`config.mk`:
```
export PLATFORM = sky130hd
export DESIGN_NAME = sdram_cmd_monitor
export DESIGN_NICKNAME = d
export VERILOG_FILES = /design/src/rtl/sdram_cmd_monitor.sv
export SDC_FILE = /design/constraint.sdc
export NUM_CORES = 1
export LEC_CHECK = 0
export BUFFER_PORTS_ARGS = -buffer_cell sky130_fd_sc_hd__buf_2
export CAP_MARGIN = 5
export CORE_ASPECT_RATIO = 0.8
export CORE_MARGIN = 4
export CORE_UTILIZATION = 43
export DETAILED_ROUTE_END_ITERATION = 10
export GPL_TIMING_DRIVEN = 1
export SLEW_MARGIN = 20
export SYNTH_ARGS = -nofsm -noshare
export SYNTH_HDL_FRONTEND = slang
export SYNTH_SLANG_ARGS = --single-unit
```
`constraint.sdc`:
```
create_clock -name clk -period 3.4 [get_ports clk]
set_input_delay 0.85 -clock clk [delete_from_list [all_inputs] [get_ports clk]]
set_output_delay 0.85 -clock clk [all_outputs]
set_load 0.05 [all_outputs]
```
`src/rtl/sdram_cmd_monitor.sv`:
```
module sdram_cmd_monitor #(
  parameter int NB        = 4,
  parameter int CW        = 32,
  parameter int INIT_CYC  = 13334,
  parameter int INIT_REFS = 8,
  parameter int T_MRD     = 2,
  parameter int T_RCD     = 3,
  parameter int T_RRD     = 2,
  parameter int T_RAS     = 6,
  parameter int T_RAS_MAX = 13333,
  parameter int T_RC      = 9,
  parameter int T_RP      = 3,
  parameter int T_WR      = 2,
  parameter int BURST_LEN = 4,
  parameter int T_REFI    = 2080,
  parameter int REF_LIMIT = 8533334
) (
  input  logic                  clk,
  input  logic                  rst_n,
  input  logic                  clr,
  input  logic                  cke,
  input  logic                  cs_n,
  input  logic                  ras_n,
  input  logic                  cas_n,
  input  logic                  we_n,
  input  logic [$clog2(NB)-1:0] ba,
  input  logic                  a10,
  output logic                  err_flag,
  output logic [3:0]            err_code,
  output logic [CW-1:0]         err_cycle,
  output logic [13:0]           err_mask
);
  localparam int BAW   = $clog2(NB);
  localparam int NCODE = 14;
  localparam int AW    = $clog2(T_RAS_MAX + 2) + 1;
  localparam int DW    = $clog2(REF_LIMIT + 1);
  localparam int IW    = $clog2(INIT_CYC + 1);
  localparam int RW    = $clog2(INIT_REFS + 1);

  localparam logic [AW-1:0] AMAX   = '1;
  localparam logic [AW-1:0] L_MRD  = AW'(T_MRD);
  localparam logic [AW-1:0] L_RCD  = AW'(T_RCD);
  localparam logic [AW-1:0] L_RRD  = AW'(T_RRD);
  localparam logic [AW-1:0] L_RAS  = AW'(T_RAS);
  localparam logic [AW-1:0] L_RMX1 = AW'(T_RAS_MAX + 1);
  localparam logic [AW-1:0] L_RC   = AW'(T_RC);
  localparam logic [AW-1:0] L_RP   = AW'(T_RP);
  localparam logic [AW-1:0] L_WRG  = AW'(BURST_LEN - 1 + T_WR);
  localparam logic [DW-1:0] L_LIM  = DW'(REF_LIMIT);
  localparam logic [DW-1:0] L_REFI = DW'(T_REFI);
  localparam logic [IW-1:0] L_INIT = IW'(INIT_CYC);
  localparam logic [RW-1:0] L_NREF = RW'(INIT_REFS);

  function automatic logic [AW-1:0] bump(input logic [AW-1:0] a);
    return (a == AMAX) ? a : a + 1'b1;
  endfunction

  wire       sel   = cke & ~cs_n;
  wire [2:0] rcw   = {ras_n, cas_n, we_n};
  wire       c_any = sel && (rcw != 3'b111);
  wire       c_act = sel && (rcw == 3'b011);
  wire       c_rd  = sel && (rcw == 3'b101);
  wire       c_wr  = sel && (rcw == 3'b100);
  wire       c_pre = sel && (rcw == 3'b010);
  wire       c_ref = sel && (rcw == 3'b001);
  wire       c_mrs = sel && (rcw == 3'b000);
  wire       c_col = c_rd | c_wr;

  logic [NB-1:0]  open_q;
  logic [AW-1:0]  act_age [NB];
  logic [AW-1:0]  pre_age [NB];
  logic [AW-1:0]  wr_age  [NB];
  logic [AW-1:0]  any_act_age, mrs_age;
  logic [BAW-1:0] last_ba;
  logic [IW-1:0]  init_cnt;
  logic [RW-1:0]  ref_cnt;
  logic           pall_seen, mrs_done;
  logic [DW-1:0]  debt;
  logic           owe_q;
  logic           rec_q;
  logic [CW-1:0]  cyc_q;

  wire init_done = (init_cnt == L_INIT);
  wire ref_miss  = init_done && !owe_q && !c_ref && (debt == L_LIM);

  logic [NCODE-1:0] hit;
  logic [3:0]       code_now;

  always_comb begin
    hit = '0;
    if (c_any && !init_done)                                     hit[0]  = 1'b1;
    if (c_mrs && !mrs_done && !(pall_seen && ref_cnt == L_NREF)) hit[1]  = 1'b1;
    if (c_any && mrs_age < L_MRD)                                hit[2]  = 1'b1;
    if (c_col && open_q[ba] && act_age[ba] < L_RCD)              hit[3]  = 1'b1;
    if (c_act && ba != last_ba && any_act_age < L_RRD)           hit[4]  = 1'b1;
    if (c_act && act_age[ba] < L_RC)                             hit[7]  = 1'b1;
    if (c_act && pre_age[ba] < L_RP)                             hit[8]  = 1'b1;
    if (ref_miss)                                                hit[10] = 1'b1;
    if (c_act && owe_q)                                          hit[11] = 1'b1;
    if (c_col && !open_q[ba])                                    hit[12] = 1'b1;
    if (c_act && open_q[ba])                                     hit[13] = 1'b1;
    for (int b = 0; b < NB; b++) begin
      if (c_pre && (a10 || ba == BAW'(b)) && open_q[b]) begin
        if (act_age[b] < L_RAS) hit[5] = 1'b1;
        if (wr_age[b] < L_WRG)  hit[9] = 1'b1;
      end
      if (open_q[b] && act_age[b] == L_RMX1) hit[6] = 1'b1;
    end
  end

  always_comb begin
    code_now = '0;
    for (int i = NCODE - 1; i >= 0; i--)
      if (hit[i]) code_now = 4'(i + 1);
  end

  always_ff @(posedge clk or negedge rst_n) begin
    if (!rst_n) begin
      open_q <= '0;
      for (int b = 0; b < NB; b++) begin
        act_age[b] <= AMAX;
        pre_age[b] <= AMAX;
        wr_age[b]  <= AMAX;
      end
      any_act_age <= AMAX;
      mrs_age     <= AMAX;
      last_ba     <= '0;
    end else begin
      for (int b = 0; b < NB; b++) begin
        if (c_act && ba == BAW'(b)) begin
          open_q[b]  <= 1'b1;
          act_age[b] <= AW'(1);
        end else begin
          act_age[b] <= bump(act_age[b]);
        end
        if (c_pre && (a10 || ba == BAW'(b)) && open_q[b]) begin
          open_q[b]  <= 1'b0;
          pre_age[b] <= AW'(1);
        end else begin
          pre_age[b] <= bump(pre_age[b]);
        end
        if (c_wr && ba == BAW'(b)) wr_age[b] <= AW'(1);
        else                       wr_age[b] <= bump(wr_age[b]);
      end
      any_act_age <= c_act ? AW'(1) : bump(any_act_age);
      mrs_age     <= c_mrs ? AW'(1) : bump(mrs_age);
      if (c_act) last_ba <= ba;
    end
  end

  always_ff @(posedge clk or negedge rst_n) begin
    if (!rst_n) begin
      init_cnt  <= '0;
      ref_cnt   <= '0;
      pall_seen <= 1'b0;
      mrs_done  <= 1'b0;
      debt      <= '0;
      owe_q     <= 1'b0;
      rec_q     <= 1'b0;
    end else begin
      if (!init_done) init_cnt <= init_cnt + 1'b1;
      if (c_pre && a10) begin
        pall_seen <= 1'b1;
        ref_cnt   <= '0;
      end else if (c_ref && pall_seen && ref_cnt != L_NREF) begin
        ref_cnt <= ref_cnt + 1'b1;
      end
      if (c_mrs) mrs_done <= 1'b1;

      if (!init_done)       debt <= '0;
      else if (c_ref)       debt <= (debt > L_REFI) ? debt - L_REFI : '0;
      else if (debt != L_LIM) debt <= debt + 1'b1;

      if (ref_miss) begin
        owe_q <= 1'b1;
        rec_q <= 1'b0;
      end else if (owe_q && c_ref) begin
        if (rec_q) owe_q <= 1'b0;
        rec_q <= ~rec_q;
      end
    end
  end

  always_ff @(posedge clk or negedge rst_n) begin
    if (!rst_n) begin
      cyc_q     <= '0;
      err_flag  <= 1'b0;
      err_code  <= '0;
      err_cycle <= '0;
      err_mask  <= '0;
    end else begin
      cyc_q <= cyc_q + 1'b1;
      if (clr) begin
        err_flag  <= 1'b0;
        err_code  <= '0;
        err_cycle <= '0;
        err_mask  <= '0;
      end else begin
        err_mask <= err_mask | hit;
        if (!err_flag && |hit) begin
          err_flag  <= 1'b1;
          err_code  <= code_now;
          err_cycle <= cyc_q;
        end
      end
    end
  end
endmodule

```
==> impl_metrics.py, run 1 <==
metrics = {
    "critical_path": {
        "reg2reg_depth": 9,
        "reg2reg_from": "debt[0]",
        "cp_num_buf_inv": 1,
        "r2r_end": "debt[23]",
        "path_delay_family": "compound AO/OA/AOI/OAI gates",
        "end_kind": "flop",
        "crit_fanout": 11,
        "cpMaxStageDelayCell": "nand2b_1",
        "crit_path_start_kind": "flop",
        "crit_type": "flop to flop",
        "crit_path_max_incr_delay_ns": 0.50,
        "cp_data_arrival_time_ns": 3.47,
        "cp.required_ns": 3.81,
        "cp_cell_sequence": "inv_1, ha_1, or4b_1, a2111o_1, a211oi_4, nand2b_1, nor3_1, a311oi_1, a211oi_1",
        "r2r_slack_ns": 0.34,
    },
    "final_layout": {
        "layout.nets": 1985,
        "drive_above_1_share_pct": 20.9,
        "synthToLayoutAreaGrowth_pct": 13.6,
    },
    "floorplan": {
        "ios": 62,
        "initial_core_util_pct": 43.8,
        "dieHeight_um": 190,
        "rows": 66,
        "die_width_um": 236,
        "coreArea_um2": 40800,
        "dieArea_um2": 44900,
    },
    "synthesis": {
        "ys_ff_latch": 345,
        "synthTopCellsByArea": "dfstp_2 31%, dfrtp_1 19%, nor2_1 7.0%",
        "synthArstFlopShare_pct": 100,
        "synth_commonest_cells": "334 x nor2_1, 210 x dfstp_2, 150 x nand2_1",
        "synth-edff-count": 0,
        "synth_most_common_cell": "nor2_1",
        "yosysWarnings": 0,
        "syn_area_um2": 17800,
        "syn-num-nets": 1884,
        "ys_seq_area_share_pct": 49.8,
        "synth-main-ff-cell": "dfstp_2",
        "ys_types": 76,
        "synth_top_area_cell": "dfstp_2",
        "avgSynthCellArea_um2": 9.67,
        "netlist_instances": 1845,
        "yosysTopAreaCellShare_pct": 30.9,
    },
    "grt": {
        "grt_max_degree": 85,
        "grt_pass1_wl_mm": 69.9,
        "first_global_vias": 13500,
        "gr-usage-all-layers_pct": 18.5,
        "grt-ovfl-total": 0,
        "antenna_found_initial": 2,
    },
    "route": {
        "vias": 13800,
        "routedWlPerCell_um": 16.5,
        "ant_nets": 0,
        "route.final.wire_length_mm": 41.7,
        "first_pass_iters": 5,
        "drt_iter0_markers": 1010,
        "vias_per_cell": 5.47,
        "drcViolationCount": 0,
    },
    "timing": {
        "setup_tns_ns": 0,
        "drv_slew": 0,
        "hold_violations": 0,
        "hold_ws_ns": 0.367,
        "relSlewSlack_pct": 44.4,
        "min_period_over_period_pct": 90.1,
        "tightest_slew_ns": 0.834,
        "fin_skew_ns": 0.0180,
        "finalCriticalPeriod_ns": 3.06,
        "fmax_mhz": 326,
        "setup-violations-final": 0,
        "rsz0062_at_grt": "false",
    },
    "power_and_ir_drop": {
        "p_int_uw": 9340,
        "p_leak_uw": 0.00853,
        "comb_power_share_pct": 18.4,
        "fin_total_pwr_uw": 13700,
        "ir_worst_vdd_v": 0.000331,
        "seqPwrFrac_pct": 52.8,
        "power.share.clock_pct": 28.8,
        "p_switching_uw": 4360,
        "p_per_area_nw_per_um2": 676,
        "switching_share_pct": 31.8,
    },
    "clock_network": {
        "clockBufferDepth": 3,
        "clkSlewWorstSetupHoldPaths_ns": 0.06,
        "post_cts_buffers": 0,
        "cts_hold_buffers": 0,
        "cts_resized": 0,
        "clkSinkCount": 345,
        "htreeDepth": 2,
        "clock_latency_ns": 0.54,
        "cts_made_buffers": 37,
        "clockRootBuffer": "clkbuf_16",
        "cts_tree": "yes",
    },
    "job": {
        "drv_cap": 0,
    },
    "placement": {
        "hpwlAfterDp_mm": 29.4,
        "port_buffers": 61,
        "gp_congestion": 0.845,
    },
    "run_status": {
        "outcome": "finished clean",
    },
    "hold_path": {
        "hold_class": "primary input to async pin",
    },
}
[metrics by stage]
| step | setup WS (ns) | cells | utilization, % | area [µm²] |
|---|---|---|---|---|
| 4_1_cts | 0.342 | 2519 | 49.7 | 20300 |
| 2_1_floorplan | 0.494 | 1845 | - | 17800 |
| 3_3_place_gp | 0.0541 | 2451 | 46.8 | 19100 |
| 5_1_grt | 0.178 | 2521 | 49.7 | 20300 |
| 6_report | 0.336 | 2521 | 49.7 | 20300 |
| 3_5_place_dp | -0.119 | 2451 | 46.8 | 19100 |
[registers in the layout, indices dropped and copies added (netlist names)]
| register | cells |
|---|---|
| act_age | 60 |
| err_mask | 14 |
| mrs_age | 15 |
| debt | 24 |
| err_code | 4 |
| rec_q | 1 |
| wr_age | 60 |
| ref_cnt | 4 |
| mrs_done | 1 |
| last_ba | 2 |
| init_cnt | 14 |
| any_act_age | 15 |
| pre_age | 60 |
| err_flag | 1 |
| cyc_q | 32 |
| open_q | 4 |
| pall_seen | 1 |
| owe_q | 1 |
| err_cycle | 32 |
[cells by family (layout without fill, tap and decap cells)]
group                    Yosys count  count (layout)  share of synthesized area, %
AND/OR/NAND/NOR                  917             917                          25.7
flip-flops                       345             345                          49.8
AO/OA/AOI/OAI                    232             232                          8.12
XOR/XNOR                         183             183                          8.98
buffers and inverters             91             221                          2.30
multiplexers                      49              49                          3.11
adder cells (fa/ha/maj)           28              28                          1.96
other                              0               2                             0
[worst max path at each step]
stage | startpoint | to | slack (ns) | cells past startpoint
2_1_floorplan | ba[1] | err_cycle[24] | 0.49 | 11
3_3_place_gp | cs_n | err_cycle[11] | 0.05 | 10
3_5_place_dp | cs_n | err_cycle[31] | -0.12 | 10
4_1_cts | debt[0] | debt[23] | 0.34 | 9
5_1_grt | debt[0] | debt[21] | 0.18 | 9
6_report | debt[0] | debt[23] | 0.34 | 9
[cell usage in the layout (no fill, tap or decap), types with 4 or more instances in the layout]
master     synthesis  routed
buf_2              9      60
clkbuf_8           0       5
nor4b_1            4       4
mux4_2             5       5
and2_1            15      15
nand4b_1           6       6
ha_1              28      28
o21ai_0           69      69
nand2b_1          15      15
o22ai_1            6       6
buf_4              1      51
inv_1             35      35
nand4_1           77      77
nor2_1           334     334
and3_1            55      55
buf_12             0       6
nand2_1          150     150
and4_1            30      30
or3_1             23      23
or2_2              5       5
a211oi_1          18      18
clkinv_2           0       7
clkbuf_1          37      11
dfrtp_1          135     135
nor3_1            36      36
nand3_1           88      88
dfstp_2          210     210
xor2_1           109     109
o2111ai_1          6       6
mux2i_1           42      42
a311oi_1           6       6
nor4_1            43      43
clkbuf_16          0      37
o21a_1             4       4
a31oi_1           24      24
xnor2_1           74      74
a21oi_1           68      68
nor2b_1           10      10
[area by class of cell]
cell class | count | area, µm²
Antenna cell | 2 | 5.00
Clock buffer | 53 | 1040
Inverter | 35 | 131
Sequential cell | 345 | 8900
Multi-Input combinational cell | 1409 | 8550
Timing Repair Buffer | 118 | 818
Clock inverter | 15 | 151
Fill cell | 3818 | 20500
Tap cell | 544 | 681
[layer usage]
| metal | up-vias | GRT usage, % | part of all wire, % |
|---|---|---|---|
| met3 | 64 | 2.96 | 3.9 |
| met4 | 0 | 5.13 | 2.5 |
| li1 | 6742 | - | - |
| met5 | - | 0 | 0 |
| met1 | 6765 | 27.2 | 50 |
| met2 | 229 | 28.5 | 44 |
[worst register-to-register path, stage by stage (launching register included)]
cell      delay, ns
dfrtp_1        0.42
inv_1          0.10
ha_1           0.15
or4b_1         0.45
a2111o_1       0.47
a211oi_4       0.42
nand2b_1       0.50
nor3_1         0.10
a311oi_1       0.26
a211oi_1       0.08
[power groups by stage]
stage,Clock [µW],Combinational [µW],Sequential [µW]
floorplan,0,2020,6850
global placement,0,2440,7220
detailed placement,0,2530,7240
CTS,4090,2540,7210
global route,4260,2910,7410
finish,3950,2520,7230
Note: power is estimated with default switching activity, not from simulation.
==> run 2: changes to the inputs <==
GPL_TIMING_DRIVEN = 0   (was 1)
==> impl_metrics.py, run 2 (synthesis gave the netlist of run 1 again) <==
metrics = {
    "placement": {
        "port_buffers": 58,
        "gp_congestion": 0.827,
        "place_area_um2": 18900,
        "dp.cells": 2450,
        "hpwlAfterDp_mm": 29.1,
    },
    "clock_network": {
        "post_cts_buffers": 0,
        "clkSinkCount": 345,
        "htreeDepth": 2,
        "cts_tree": "yes",
        "clkSlewWorstSetupHoldPaths_ns": 0.06,
        "clockBufferDepth": 3,
        "clock_latency_ns": 0.54,
        "clockRootBuffer": "clkbuf_16",
        "cts_made_buffers": 39,
        "cts_hold_buffers": 0,
    },
    "floorplan": {
        "ios": 62,
        "dieHeight_um": 190,
        "coreArea_um2": 40800,
        "initial_core_util_pct": 43.8,
        "rows": 66,
        "dieArea_um2": 44900,
        "die_width_um": 236,
    },
    "timing": {
        "min_period_over_period_pct": 95.3,
        "hold_ws_ns": 0.371,
        "setup-violations-final": 0,
        "setup_tns_ns": 0,
        "tightest_slew_ns": 1.02,
        "hold_violations": 0,
        "fin_skew_ns": 0.0209,
        "rsz0062_at_grt": "false",
        "drv_slew": 0,
        "fmax_mhz": 309,
        "relSlewSlack_pct": 31.6,
        "finalCriticalPeriod_ns": 3.24,
    },
    "critical_path": {
        "path_delay_family": "simple AND/OR/NAND/NOR gates",
        "cpMaxStageDelayCell": "nor2_1",
        "cp_cell_sequence": "buf_2, or3b_1, nor2_1, nand3_1, nand4_2, o21ai_1, buf_6, buf_8, mux2i_1, nor2_1",
        "crit_fanout": 10,
        "cp_data_arrival_time_ns": 3.64,
        "end_kind": "flop",
        "crit_path_start_kind": "primary input",
        "crit_type": "primary input to flop",
        "cp_num_buf_inv": 3,
        "crit_path_max_incr_delay_ns": 0.76,
        "crit_top_cell": "nor2_1",
        "r2r_slack_ns": 0.27,
        "cp.required_ns": 3.80,
    },
    "route": {
        "route.final.wire_length_mm": 41.4,
        "routedWlPerCell_um": 16.4,
        "first_pass_iters": 5,
        "drt_iter0_markers": 935,
        "vias": 13800,
        "ant_nets": 0,
        "drcViolationCount": 0,
        "vias_per_cell": 5.49,
    },
    "final_layout": {
        "multiInputGateArea_um2": 8550,
        "layout_commonest_cell": "nor2_1",
        "design_area_um2": 20200,
        "regArea_um2": 8900,
        "reg.largest.list": "act_age x60, pre_age x60, wr_age x60",
        "n_antenna_cell": 0,
        "nFillCells": 3810,
        "final_cells": 2521,
        "final_util_pct": 49.6,
        "synthToLayoutAreaGrowth_pct": 13.4,
        "final_cell_mix": "334 x nor2_1, 210 x dfstp_2, 150 x nand2_1, 135 x dfrtp_1, 109 x xor2_1",
        "drive_above_1_share_pct": 19.3,
        "layout.nets": 1985,
    },
    "job": {
        "drv_cap": 0,
    },
    "power_and_ir_drop": {
        "power.share.clock_pct": 30.6,
        "p_switching_uw": 4370,
        "p_per_area_nw_per_um2": 691,
        "p_leak_uw": 0.00844,
        "ir_worst_vdd_v": 0.000514,
        "seqPwrFrac_pct": 51.4,
        "switching_share_pct": 31.3,
        "comb_power_share_pct": 18.0,
        "p_int_uw": 9610,
    },
    "grt": {
        "grt-ovfl-total": 0,
        "grt_pass1_wl_mm": 69.4,
        "grt_max_degree": 97,
        "gr-usage-all-layers_pct": 18.3,
        "antenna_found_initial": 0,
        "first_global_vias": 13300,
    },
    "run_status": {
        "outcome": "finished clean",
    },
    "hold_path": {
        "hold_class": "primary input to async pin",
    },
}
[run 2: power groups by stage]
stage                     clock network, µW  registers [µW]  logic [µW]
final                                  4280            7190        2520
after global routing                   4580            7390        2910
after CTS                              4400            7150        2560
after detailed placement                  0            7190        2550
after global placement                    0            7150        2440
after floorplan                           0            6850        2020
[run 2: repair_timing]
action / in CTS / in global routing
gates resized for setup: 0 / 1
endpoints found under the hold margin: 0 / 0
endpoints found under the setup margin: 0 / 30
[run 2: worst reg2reg max path: stages (launching register included)]
cell and delay, ns:
dfstp_2 0.39, nor4_1 0.57, a31oi_1 0.23, nor4_1 0.47, nand3_1 0.40, nand4_2 0.28, o21ai_1 0.10, buf_6 0.17
buf_8 0.17, mux2i_1 0.18, nor2_1 0.06
[run 2: per-layer routing]
layer	vias up	track usage [%]	share of wire (%)
met5	-	0	0
met4	0	3.77	1.5
met3	49	2.69	3.9
met2	245	28.0	44
met1	6789	27.9	50
li1	6754	-	-
[run 2: worst paths after layout]
kind                              start             to  cells after the start
setup / recovery                   cs_n  err_cycle[23]                     10
hold / removal                    rst_n      open_q[0]                      1
setup reg to reg            act_age[38]  err_cycle[23]                     10
hold reg to reg            init_cnt[13]   init_cnt[13]                      1
max in group asynchronous         rst_n    err_mask[1]                      3
min in group clk           init_cnt[13]   init_cnt[13]                      1
[run 2: area by class of cell]
class / instances / area share (%)
clock inverters: 9 / 0.427
repair buffers: 61 / 1.89
well taps: 544 / 3.36
plain buffers: 55 / 1.36
clock buffers: 63 / 6.11
flip-flops and latches: 345 / 44.0
inverters: 35 / 0.649
multi-input cells: 1409 / 42.2
[run 2: metrics by stage]
| stage | total power [µW] | setup slack [ns] |
|---|---|---|
| after floorplan | 8870 | 0.494 |
| after global placement | 9590 | -5.30 |
| after detailed placement | 9730 | -0.325 |
| after CTS | 14100 | 0.0248 |
| after global routing | 14900 | 0.0189 |
| final | 14000 | 0.160 |
==> run 3: changes to the inputs <==
ABC_AREA = 1   (was not set)
==> impl_metrics.py, run 3 <==
metrics = {
    "timing": {
        "hold_violations": 0,
        "setup-violations-final": 0,
        "fin_skew_ns": 0.0196,
        "min_period_over_period_pct": 90.0,
        "tightest_slew_ns": 0.807,
        "rsz0062_at_grt": "false",
        "fmax_mhz": 327,
        "relSlewSlack_pct": 46.0,
        "finalCriticalPeriod_ns": 3.06,
        "drv_slew": 0,
    },
    "clock_network": {
        "clockBufferDepth": 3,
        "clkSinkCount": 345,
        "clockRootBuffer": "clkbuf_16",
        "htreeDepth": 2,
        "cts_resized": 0,
        "cts_tree": "yes",
        "clkSlewWorstSetupHoldPaths_ns": 0.06,
        "clock_latency_ns": 0.55,
        "post_cts_buffers": 0,
        "cts_hold_buffers": 0,
        "cts_made_buffers": 39,
    },
    "critical_path": {
        "path_delay_family": "simple AND/OR/NAND/NOR gates",
        "r2r_slack_ns": 0.73,
        "cp_cell_sequence": "buf_2, nor2_4, nand2_2, nor2_4, inv_1, nor2_1, clkinv_1, nand3_2, nand3_1, a221oi_1",
        "cpMaxStageDelayCell": "nor2_1",
        "crit_fanout": 10,
        "crit_top_cell": "nor2_4",
        "end_kind": "flop",
        "crit_path_max_incr_delay_ns": 0.60,
        "crit_type": "primary input to flop",
        "cp_num_buf_inv": 3,
        "cp_data_arrival_time_ns": 3.50,
        "critical_path.startpoint": "cs_n",
        "reg2reg_from": "any_act_age[1]",
        "cp.depth": 10,
        "crit_path_start_kind": "primary input",
        "reg2reg_depth": 12,
        "cp.required_ns": 3.84,
        "r2r_end": "any_act_age[6]",
    },
    "floorplan": {
        "coreArea_um2": 44500,
        "dieArea_um2": 48500,
        "die_width_um": 245,
        "ios": 62,
        "dieHeight_um": 198,
        "rows": 69,
        "initial_core_util_pct": 43.6,
    },
    "route": {
        "ant_nets": 0,
        "first_pass_iters": 5,
        "drcViolationCount": 0,
        "vias_per_cell": 5.22,
        "routedWlPerCell_um": 14.5,
        "drt_iter0_markers": 1452,
        "route.final.wire_length_mm": 47.2,
        "vias": 17000,
    },
    "synthesis": {
        "synth_top_area_cell": "dfstp_2",
        "syn_area_um2": 19400,
        "netlist_instances": 2523,
        "synth_commonest_cells": "519 x nand2_1, 357 x inv_1, 312 x nor2_1",
        "ys_types": 61,
        "synthTopCellsByArea": "dfstp_2 28%, dfrtp_1 17%, nand2_1 10%",
        "yosysTopAreaCellShare_pct": 28.5,
        "synthArstFlopShare_pct": 100,
        "avgSynthCellArea_um2": 7.68,
        "ys_ff_latch": 345,
        "ys_seq_area_share_pct": 45.9,
        "syn-num-nets": 2562,
        "yosysWarnings": 0,
        "synth_most_common_cell": "nand2_1",
        "synth-edff-count": 0,
        "synth-main-ff-cell": "dfstp_2",
    },
    "final_layout": {
        "synthToLayoutAreaGrowth_pct": 13.3,
        "regArea_um2": 8900,
        "final_cells": 3261,
        "reg.largest.list": "act_age x60, pre_age x60, wr_age x60",
        "layout.nets": 2666,
        "nFillCells": 4297,
        "final_cell_mix": "519 x nand2_1, 357 x inv_1, 312 x nor2_1, 210 x dfstp_2, 186 x nand3_1",
        "multiInputGateArea_um2": 8930,
        "layout_commonest_cell": "nand2_1",
        "design_area_um2": 22000,
        "drive_above_1_share_pct": 15.1,
    },
    "grt": {
        "grt_pass1_wl_mm": 79.5,
        "first_global_vias": 16100,
        "antenna_found_initial": 1,
        "grt-ovfl-total": 0,
        "gr-usage-all-layers_pct": 19.4,
        "grt_max_degree": 87,
    },
    "run_status": {
        "outcome": "finished clean",
    },
    "power_and_ir_drop": {
        "p_per_area_nw_per_um2": 639,
        "p_leak_uw": 0.0102,
        "ir_worst_vdd_v": 0.000363,
    },
    "hold_path": {
        "hold_end": "mrs_done",
        "hold_start": "mrs_done",
        "min_path_cells": 2,
        "hold_class": "flop to flop",
    },
    "placement": {
        "dp.cells": 3189,
        "hpwlAfterDp_mm": 35.1,
        "port_buffers": 59,
        "place_area_um2": 20500,
        "gp_congestion": 0.861,
    },
    "job": {
        "drv_cap": 0,
    },
}
-- run 3: cell types whose count changed after synthesis, moves of 19 or more --
cell / delta
nor2_1: -22
a21oi_1: +62
and4_1: -30
and3_1: -52
nor3_1: +85
nand3_1: +98
or3_1: -22
nand2_1: +369
clkbuf_1: -19
inv_1: +322
xnor2_1: -58
mux2i_1: -41
o21ai_0: +90
xor2_1: -52
-- run 3: stage by stage --
stage	hold slack [ns]	power (µW)	setup TNS, ns	setup slack, ns	utilization (%)
final	0.450	14000	0	0.340	49.4
after global routing	0.486	15000	0	0.204	49.4
after CTS	0.455	14200	0	0.411	49.4
after global placement	0.434	9410	-1336.52	-5.27	45.9
after detailed placement	0.438	9510	-0.590	-0.162	46.2
after floorplan	0.423	8630	0	0.843	-
-- run 3: layout make-up --
| class | count | share of cell area, % |
|---|---|---|
| timing repair buffer | 63 | 1.89 |
| clock buffer | 50 | 5.00 |
| clock inverter | 21 | 1.39 |
| sequential | 345 | 40.5 |
| buffer | 28 | 0.707 |
| tap | 603 | 3.44 |
| multi-input combinational | 1779 | 40.7 |
| inverter | 371 | 6.37 |
| antenna | 1 | 0.0114 |
-- run 3: worst max-delay path by stage --
stage	to
global placement	cyc_q[0]
detailed placement	act_age[22]
global route	act_age[57]
finish	act_age[22]
CTS	act_age[22]
floorplan	err_cycle[10]
-- run 3: worst register-to-register path, delay by kind of cell (launching register included) --
family	cells	cell delay, ns
adder cells (fa/ha/maj)	1	0.17
flip-flops	1	0.55
AND/OR/NAND/NOR	10	1.69
AO/OA/AOI/OAI	1	0.17
-- run 3: power by group --
| group | internal (µW) | leakage (µW) | switching [µW] | total (µW) |
|---|---|---|---|---|
| clock | 2760 | 0.000680 | 1780 | 4550 |
| sequential | 5550 | 0.00402 | 877 | 6420 |
| combinational | 1110 | 0.00548 | 1960 | 3070 |
| total | 9420 | 0.0102 | 4620 | 14000 |
-- run 3: kinds of logic after synthesis --
kind of cell             after synthesis  share of synthesized area [%]
multiplexers                           1                         0.0517
buffers and inverters                399                           8.02
adder cells (fa/ha/maj)               28                           1.81
XOR/XNOR                              73                           3.30
AND/OR/NAND/NOR                     1285                           29.4
AO/OA/AOI/OAI                        392                           11.5
flip-flops                           345                           45.9
-- run 3: per-layer routing --
metal	track usage (%)	up-vias	part of all wire [%]
li1	-	8568	-
met1	29.6	8000	50
met2	28.6	389	43
met3	3.41	71	5.5
met4	4.73	0	2.0
met5	0	-	0
